`config.mk`:
```
export PLATFORM = sky130hd
export DESIGN_NAME = trig_match_top
export DESIGN_NICKNAME = d
export VERILOG_FILES = /design/src/rtl/trig_match_pkg.sv /design/src/rtl/trig_cond_decode.sv /design/src/rtl/trig_history.sv /design/src/rtl/trig_arm_ctrl.sv /design/src/rtl/trig_match_top.sv
export SDC_FILE = /design/constraint.sdc
export NUM_CORES = 1
export LEC_CHECK = 0
export BUFFER_PORTS_ARGS = -buffer_cell sky130_fd_sc_hd__buf_2
export CORE_MARGIN = 8
export CORE_UTILIZATION = 35
export DETAILED_ROUTE_END_ITERATION = 10
export PLACE_DENSITY = 0.72
export SLEW_MARGIN = 10
export SYNTH_ARGS = -nofsm -noshare
export SYNTH_HDL_FRONTEND = slang
export SYNTH_HIERARCHICAL = 1
export SYNTH_SLANG_ARGS = --single-unit
```
`constraint.sdc`:
```
create_clock -name clk -period 7.2 [get_ports clk]
set_input_delay 0.72 -clock clk [delete_from_list [all_inputs] [get_ports clk]]
set_output_delay 0.72 -clock clk [all_outputs]
set_load 0.02 [all_outputs]
```
`src/rtl/trig_match_pkg.sv`:
```
package trig_match_pkg;

    // Condition kind, encoded as {level bit, polarity bit}.
    typedef enum logic [1:0] {
        COND_RISE = 2'b00,
        COND_FALL = 2'b01,
        COND_LOW  = 2'b10,
        COND_HIGH = 2'b11
    } cond_kind_e;

    typedef enum logic {
        ST_IDLE  = 1'b0,
        ST_ARMED = 1'b1
    } arm_state_e;

    // Whether one channel's condition is met by the current sample bit.
    function automatic logic cond_met(input cond_kind_e kind,
                                      input logic prev_b,
                                      input logic cur_b,
                                      input logic have_prev);
        logic r;
        case (kind)
            COND_LOW:  r = ~cur_b;
            COND_HIGH: r = cur_b;
            COND_RISE: r = have_prev & ~prev_b & cur_b;
            default:   r = have_prev & prev_b & ~cur_b;
        endcase
        return r;
    endfunction

endpackage

```
`src/rtl/trig_cond_decode.sv`:
```
module trig_cond_decode
    import trig_match_pkg::*;
#(
    parameter int NCH = 16
) (
    input  logic [NCH-1:0] sample_i,
    input  logic [NCH-1:0] prev_i,
    input  logic           have_prev_i,
    input  logic [NCH-1:0] trig_en_i,
    input  logic [NCH-1:0] lvl_sel_i,
    input  logic [NCH-1:0] pol_i,
    input  logic [NCH-1:0] chan_act_i,
    output logic           all_met_o,
    output logic           cfg_err_o,
    output logic           involved_o
);
    localparam int CW = $clog2(NCH + 1);

    logic [NCH-1:0] part;
    logic [NCH-1:0] met;
    logic [NCH-1:0] edge_sel;
    logic [CW-1:0]  edge_cnt;

    assign part     = trig_en_i & chan_act_i;
    assign edge_sel = part & ~lvl_sel_i;

    for (genvar c = 0; c < NCH; c++) begin : g_chan
        cond_kind_e kind;
        assign kind   = cond_kind_e'({lvl_sel_i[c], pol_i[c]});
        assign met[c] = ~part[c] | cond_met(kind, prev_i[c], sample_i[c], have_prev_i);
    end

    always_comb begin
        edge_cnt = '0;
        for (int i = 0; i < NCH; i++) begin
            edge_cnt = edge_cnt + CW'(edge_sel[i]);
        end
    end

    assign all_met_o  = &met;
    assign cfg_err_o  = (edge_cnt > CW'(1));
    assign involved_o = |part;
endmodule

```
`src/rtl/trig_history.sv`:
```
module trig_history #(
    parameter int NCH = 16
) (
    input  logic           clk,
    input  logic           rst,
    input  logic           clear_i,
    input  logic           take_i,
    input  logic [NCH-1:0] sample_i,
    output logic [NCH-1:0] prev_o,
    output logic           have_prev_o
);
    always_ff @(posedge clk) begin
        if (rst) begin
            prev_o      <= '0;
            have_prev_o <= 1'b0;
        end else if (clear_i) begin
            have_prev_o <= 1'b0;
        end else if (take_i) begin
            prev_o      <= sample_i;
            have_prev_o <= 1'b1;
        end
    end
endmodule

```
`src/rtl/trig_arm_ctrl.sv`:
```
module trig_arm_ctrl
    import trig_match_pkg::*;
(
    input  logic clk,
    input  logic rst,
    input  logic arm_i,
    input  logic sample_valid_i,
    input  logic all_met_i,
    input  logic cfg_err_i,
    output logic armed_o,
    output logic take_o,
    output logic hit_o
);
    arm_state_e state_q;
    logic       fire;

    assign armed_o = (state_q == ST_ARMED);
    assign take_o  = armed_o & sample_valid_i & ~arm_i;
    assign fire    = take_o & all_met_i & ~cfg_err_i;

    always_ff @(posedge clk) begin
        if (rst) begin
            state_q <= ST_IDLE;
            hit_o   <= 1'b0;
        end else begin
            hit_o <= fire;
            if (arm_i) begin
                state_q <= ST_ARMED;
            end else if (fire) begin
                state_q <= ST_IDLE;
            end
        end
    end
endmodule

```
`src/rtl/trig_match_top.sv`:
```
module trig_match_top
    import trig_match_pkg::*;
#(
    parameter int NCH = 16
) (
    input  logic           clk,
    input  logic           rst,
    input  logic           arm_i,
    input  logic [NCH-1:0] sample_i,
    input  logic           sample_valid_i,
    input  logic [NCH-1:0] trig_en_i,
    input  logic [NCH-1:0] lvl_sel_i,
    input  logic [NCH-1:0] pol_i,
    input  logic [NCH-1:0] chan_act_i,
    output logic           hit_o,
    output logic           cfg_err_o,
    output logic           involved_o
);
    logic [NCH-1:0] prev;
    logic           have_prev;
    logic           all_met;
    logic           armed;
    logic           take;

    trig_cond_decode #(.NCH(NCH)) u_dec (
        .sample_i    (sample_i),
        .prev_i      (prev),
        .have_prev_i (have_prev),
        .trig_en_i   (trig_en_i),
        .lvl_sel_i   (lvl_sel_i),
        .pol_i       (pol_i),
        .chan_act_i  (chan_act_i),
        .all_met_o   (all_met),
        .cfg_err_o   (cfg_err_o),
        .involved_o  (involved_o)
    );

    trig_history #(.NCH(NCH)) u_hist (
        .clk         (clk),
        .rst         (rst),
        .clear_i     (arm_i),
        .take_i      (take),
        .sample_i    (sample_i),
        .prev_o      (prev),
        .have_prev_o (have_prev)
    );

    trig_arm_ctrl u_ctrl (
        .clk            (clk),
        .rst            (rst),
        .arm_i          (arm_i),
        .sample_valid_i (sample_valid_i),
        .all_met_i      (all_met),
        .cfg_err_i      (cfg_err_o),
        .armed_o        (armed),
        .take_o         (take),
        .hit_o          (hit_o)
    );
endmodule

```
Yosys cells after proc, flatten, opt, wreduce, memory -nomap -nowiden. Cells that the tools add are included.

$add $sub $neg: 15. $mul: 0. Divide/modulo/power cells: 0. Magnitude comparators: 1. Equality and inequality tests: 32. Shifts and indexed selects: 0. Mux-type cells: 18. Bitwise gates (word level): 137. Reduce and logical (&&, ||, !) cells: 21.

Operators with widths (count): 5-bit by 1-bit adder with 5-bit output (14); 1-bit AND (68); 2-bit equality test, second input constant (32); 1-bit NOT (50); 1-bit case mux with 3 select lines (16); 16-bit AND (2); 2-bit zero test (16); 16-bit NOT (1); 1-bit OR (16); 16-bit AND reduction (1); 16-bit OR reduction (1); 5-bit by 1-bit > comparator with 1-bit output, second input constant (1); 1-bit by 1-bit adder with 2-bit output (1); 1-bit 2-to-1 mux (2); 2-bit AND reduction (1); 2-bit nonzero test (1); 2-bit OR reduction (1).

Flip-flop bits (word level): 19. Latch bits: 0. RAM bits: 0. Memory bits (read-only): 0. Bits of input ports: 84. Output and inout port bits: 3. Word-level logic and storage cells: 228. Memories kept: 0.

Logic depth before layout (Yosys ltp).
Depth in word-level cells: 22. Gate-level depth with buffers: 17. Depth with buffers taken out: 17.

Cells and area by module. Netlist, hierarchy kept.

Modules (own cells, without submodules): trig_cond_decode (instances 1, cells each 169, area an instance 1221.2 um2, sequential area each 0.0 um2); trig_history (instances 1, cells each 74, area an instance 788.3 um2, sequential area each 340.3 um2); trig_arm_ctrl (instances 1, cells each 7, area an instance 80.1 um2, sequential area each 40.0 um2).

Worst setup path after synthesis. Ideal clock, no wire load.

Kind: input -> output. Start point: input port trig_en_i[5]. End point: output port cfg_err_o. Arrival: 4.573 ns. Data required time: 6.480 ns. Path slack: 1.907 ns. Cell stages on the path: 13. Buffers on the path: 0. Cells stage by stage: nand2_1 or2_2 fa_1 fa_1 fa_1 fa_1 inv_1 ha_1 inv_1 fa_1 a2111oi_0 a21oi_1 or4b_1.

Word-level cells in the longest chain between the ends: 14.

Ends and longest elaborated chain: start, declared (line trig_match_top.sv:11) `input logic [NCH-1:0] trig_en_i,`; 16-bit AND (line trig_cond_decode.sv:24) `assign part = trig_en_i & chan_act_i;`; 16-bit AND (line trig_cond_decode.sv:25) `assign edge_sel = part & ~lvl_sel_i;`; 5-bit by 1-bit adder with 5-bit output (11 in series) (line trig_cond_decode.sv:36) `edge_cnt = edge_cnt + CW'(edge_sel[i]);`; 5-bit by 1-bit > comparator with 1-bit output (line trig_cond_decode.sv:41) `assign cfg_err_o = (edge_cnt > CW'(1));`; end, declared (line trig_match_top.sv:16) `output logic cfg_err_o,`.

No other way between the ends.

Worst setup path in the final report. Ends and elaborated chain as after synthesis.

==> reports/metrics.csv <==
stage,metric,value,unit
synth,synth.cell_area,0.00209,mm²
outcome,run_status,finished clean,
detailed_routing,viasPerCell,5.23,
floorplanning,core_outline_area,0.00585,mm²
detailed_routing,wl_met2,3290,µm
timing,post_route_clock_skew,0.00461,ns
detailed_routing,wl_met1,2620,µm
min_path,hold_path.class,register to register,
min_path,hold_start,u_hist/prev_o[14]$_SDFFE_PP0P_,
floorplanning,die_height,93.3,µm
detailed_routing,met3WireLength,489,µm
detailed_routing,top_layer,met4,
floorplanning,fp.dieArea,0.00870,mm²
cts,cts_htree_levels,1,
grt,first_pass_grt_wire_length,10100,µm
cts,clockRootBuffer,sky130_fd_sc_hd__clkbuf_8,
synth,ys_seq_elements,19,
grt,global_route_congestion_overflow_total,0,
power,power.density_cell_area,119,mW/mm²
placement,post-dp-hpwl,5310,µm
cts,numClockSinks,19,
finish,syn_to_final_growth,25.4,%
synth,synth_fp_nets,349,
placement,place.port_buffers,86,
detailed_routing,detail_route.first_pass.iterations,4,
timing,worstMarginPinSlew,0.740,ns
power,cell_internal_pwr,206,µW
setup_path,worst_r2r_path_depth,6,
setup_path,cp_slowest_stage_delay,0.56,ns
synth,ys_seq_area_share,18.2,%
timing,min_period,5.65,ns
power,total_switching_power,105,µW
timing,rsz0062_at_grt,false,
setup_path,crit_slowest_cell,sky130_fd_sc_hd__fa_1,
grt,grt_antenna_before_repair,0,
power,leakagePower,0.00114,µW
setup_path,reg2reg_from,u_hist/have_prev_o$_SDFFE_PP0P_,
finish,finish.net_count,433,
setup_path,setup.worst_path.class,input pin to output port,
detailed_routing,post_drt_wl_per_cell,15.8,µm
timing,hold_viol,0,
detailed_routing,detail_route.wirelength,6430,µm
detailed_routing,postRouteAntennaNets,0,
placement,place.detailed.instances,404,
synth,synthDistinctLibCells,43,
setup_path,timing.critical_path.mode_cell,sky130_fd_sc_hd__fa_1,
floorplanning,row_count,28,
timing,timing.final.crit_share,78.5,%
job,timing.max_cap.violations,0,
cts,cts.path.max_buffers,2,
floorplanning,fp.dieW,93.3,µm
synth,synthCells,250,
setup_path,critical_path.reg2reg.endpoint,u_ctrl/armed_o$_SDFFE_PP0P_,
finish,multi_input_area,0.00162,mm²
cts,hold_buffers,0,
setup_path,endpoint_kind,output port,
finish,filler_cell_count,622,
floorplanning,floorplan.initialDensity,35.7,%
synth,netlist_top_cells_area,"sky130_fd_sc_hd__dfxtp_1 (18%), sky130_fd_sc_hd__fa_1 (9.6%), sky130_fd_sc_hd__nand4bb_1 (8.6%)",
power,power.share.combinational,40.1,%
synth,async_reset_ff_share,0,%
grt,grt_pass1_vias,2188,
finish,finalNonFillerCells,408,
timing,finalMaxSlewViolations,0,
cts,path_clk_slew,0.07,ns
detailed_routing,drt-initial-drc-count,66,
cts,tritoncts,built,
setup_path,worst-endpoint-arrival,4.93,ns
setup_path,timing.critical_path.cells,"buf_2, nand2_1, or2_2, fa_1, fa_1, fa_1, fa_1, inv_1, ha_1, inv_1, fa_1, a2111oi_0, a21oi_1, or4b_1, buf_2",
synth,synth_flop_cell,sky130_fd_sc_hd__dfxtp_1,
power,vdd_drop_max,0.0000837,V
grt,combined_global_route_utilization_of_all_metal_layers,14.4,%
finish,final_layout_size_suffix_gt1_share,32.1,%
synth,synth-edff-count,0,
cts,post_cts_resize_count,0,
placement,gp_congestion,0.874,
synth,count_of_yosys_warnings_during_synthesis,6,
setup_path,setup.reg_to_reg.worst_slack,4.80,ns
grt,grt_start_max_net_pins,36,
timing,sum_of_negative_setup_slack,0,ns
synth,synth.top_cell.area_share,18.2,%
detailed_routing,vias,2135,
setup_path,timing.critical_path.required,6.48,ns
cts,cts_buffers,3,
setup_path,cp_max_fo,3,
synth,netlist.top_cell.by_area,sky130_fd_sc_hd__dfxtp_1,
cts,clk_latency,0.26,ns
floorplanning,pin_count,87,
timing,finalSetupViolCount,0,
finish,antenna_cells,0,
detailed_routing,drc,0,
min_path,hold-path-endpoint,u_hist/prev_o[14]$_SDFFE_PP0P_,
power,power.sequential.fraction,35.0,%
finish,sequential_area,380,µm²
timing,max-slew-margin-rel,50.7,%
power,power.clock.fraction,24.9,%
min_path,worstHoldPathCells,2,
power,power.share.switching,33.8,%
timing,fmaxAchievable,177,MHz
finish,finalCoreUtilization,44.8,%
synth,syn_area_per_cell,8.36,µm²
setup_path,worst_setup_start_kind,input pin,
cts,post-cts-setup-buffer-count,0,
## cell type report
class	instances	share of cell area [%]
repair buffers	86	16.4
clock buffers	4	1.72
flip-flops and latches	19	14.5
well taps	75	3.58
multi-input cells	211	61.9
inverters	13	1.86
## kinds of logic after synthesis
family / share of synthesized area (%)
and+or+nand+nor: 41.8
AOI/OAI and AO/OA: 16.7
buffers and inverters: 4.19
DFF: 18.2
adders and majority gates: 12.6
xor gates and xnor gates: 4.61
muxes: 1.92
## per-layer routing
metal	global-route usage [%]	vias to the layer above
met3	4.41	4
met4	2.82	0
met5	0	-
met1	15.0	1000
met2	27.4	62
li1	-	1069
## through the flow
stage | hold slack, ns | worst slack, ns | power, µW | cell area [µm²]
CTS | 0.483 | 1.53 | 316 | 2620
floorplan | 0.451 | 1.91 | 185 | 2090
global placement | 0.465 | 1.66 | 231 | 2570
global route | 0.508 | 1.28 | 336 | 2620
finish | 0.485 | 1.55 | 311 | 2620
detailed placement | 0.469 | 1.52 | 237 | 2570
## sequential cells by signal, summed over array words and instances (netlist names)
signal / count
u_ctrl/hit_o: 1
u_ctrl/armed_o: 1
u_hist/have_prev_o: 1
u_hist/prev_o: 16
## worst max-delay path: cells and delay by family
family                     cells  cell delay (ns)
adders and majority gates      6             2.54
and+or+nand+nor                3             0.90
buffers and inverters          4             0.38
AOI/OAI and AO/OA              2             0.38
## cell usage in the layout (no fill, tap or decap), drive strengths merged, types with 13 or more instances in the layout
| cell | instances |
|---|---|
| o21ai | 25 |
| dfxtp | 19 |
| buf | 86 |
| nand4bb | 16 |
| inv | 13 |
| nand2b | 25 |
| nand2 | 18 |
## cell usage after synthesis, types with 2 or more instances
library cell                 n
sky130_fd_sc_hd__or2_2       7
sky130_fd_sc_hd__dfxtp_1    19
sky130_fd_sc_hd__a22oi_1     4
sky130_fd_sc_hd__o21ai_2    10
sky130_fd_sc_hd__nand4_1     5
sky130_fd_sc_hd__xnor2_1    11
sky130_fd_sc_hd__mux2i_1     4
sky130_fd_sc_hd__a31oi_1     4
sky130_fd_sc_hd__nand2b_1   25
sky130_fd_sc_hd__a21oi_1    11
sky130_fd_sc_hd__nor3b_1     8
sky130_fd_sc_hd__or2b_1      2
sky130_fd_sc_hd__nor2_1     11
sky130_fd_sc_hd__o21ai_0    13
sky130_fd_sc_hd__nand2_1    18
sky130_fd_sc_hd__inv_1      13
sky130_fd_sc_hd__nand3b_1    5
sky130_fd_sc_hd__nand4bb_1  16
sky130_fd_sc_hd__o21ai_1     2
sky130_fd_sc_hd__a221oi_1    3
sky130_fd_sc_hd__nor2b_1    11
sky130_fd_sc_hd__and3b_1     9
sky130_fd_sc_hd__o22ai_1     2
sky130_fd_sc_hd__ha_1        5
sky130_fd_sc_hd__nor3_1      2
sky130_fd_sc_hd__clkbuf_1    4
sky130_fd_sc_hd__fa_1       10
## power groups by stage
stage	Combinational, µW	Clock, µW	Sequential (µW)
5_1_grt	140	86.5	109
2_1_floorplan	74.4	0	111
6_report	125	77.6	109
4_1_cts	126	81.3	109
3_5_place_dp	125	0	111
3_3_place_gp	120	0	111
## worst max-delay path by stage
stage                             from        end  depth (start not counted)
after floorplan           trig_en_i[5]  cfg_err_o                         13
after global placement    trig_en_i[5]  cfg_err_o                         15
after detailed placement  trig_en_i[5]  cfg_err_o                         15
after CTS                 trig_en_i[5]  cfg_err_o                         15
after global routing      trig_en_i[5]  cfg_err_o                         15
final                     trig_en_i[5]  cfg_err_o                         15
(Power assumes the default switching activity.)
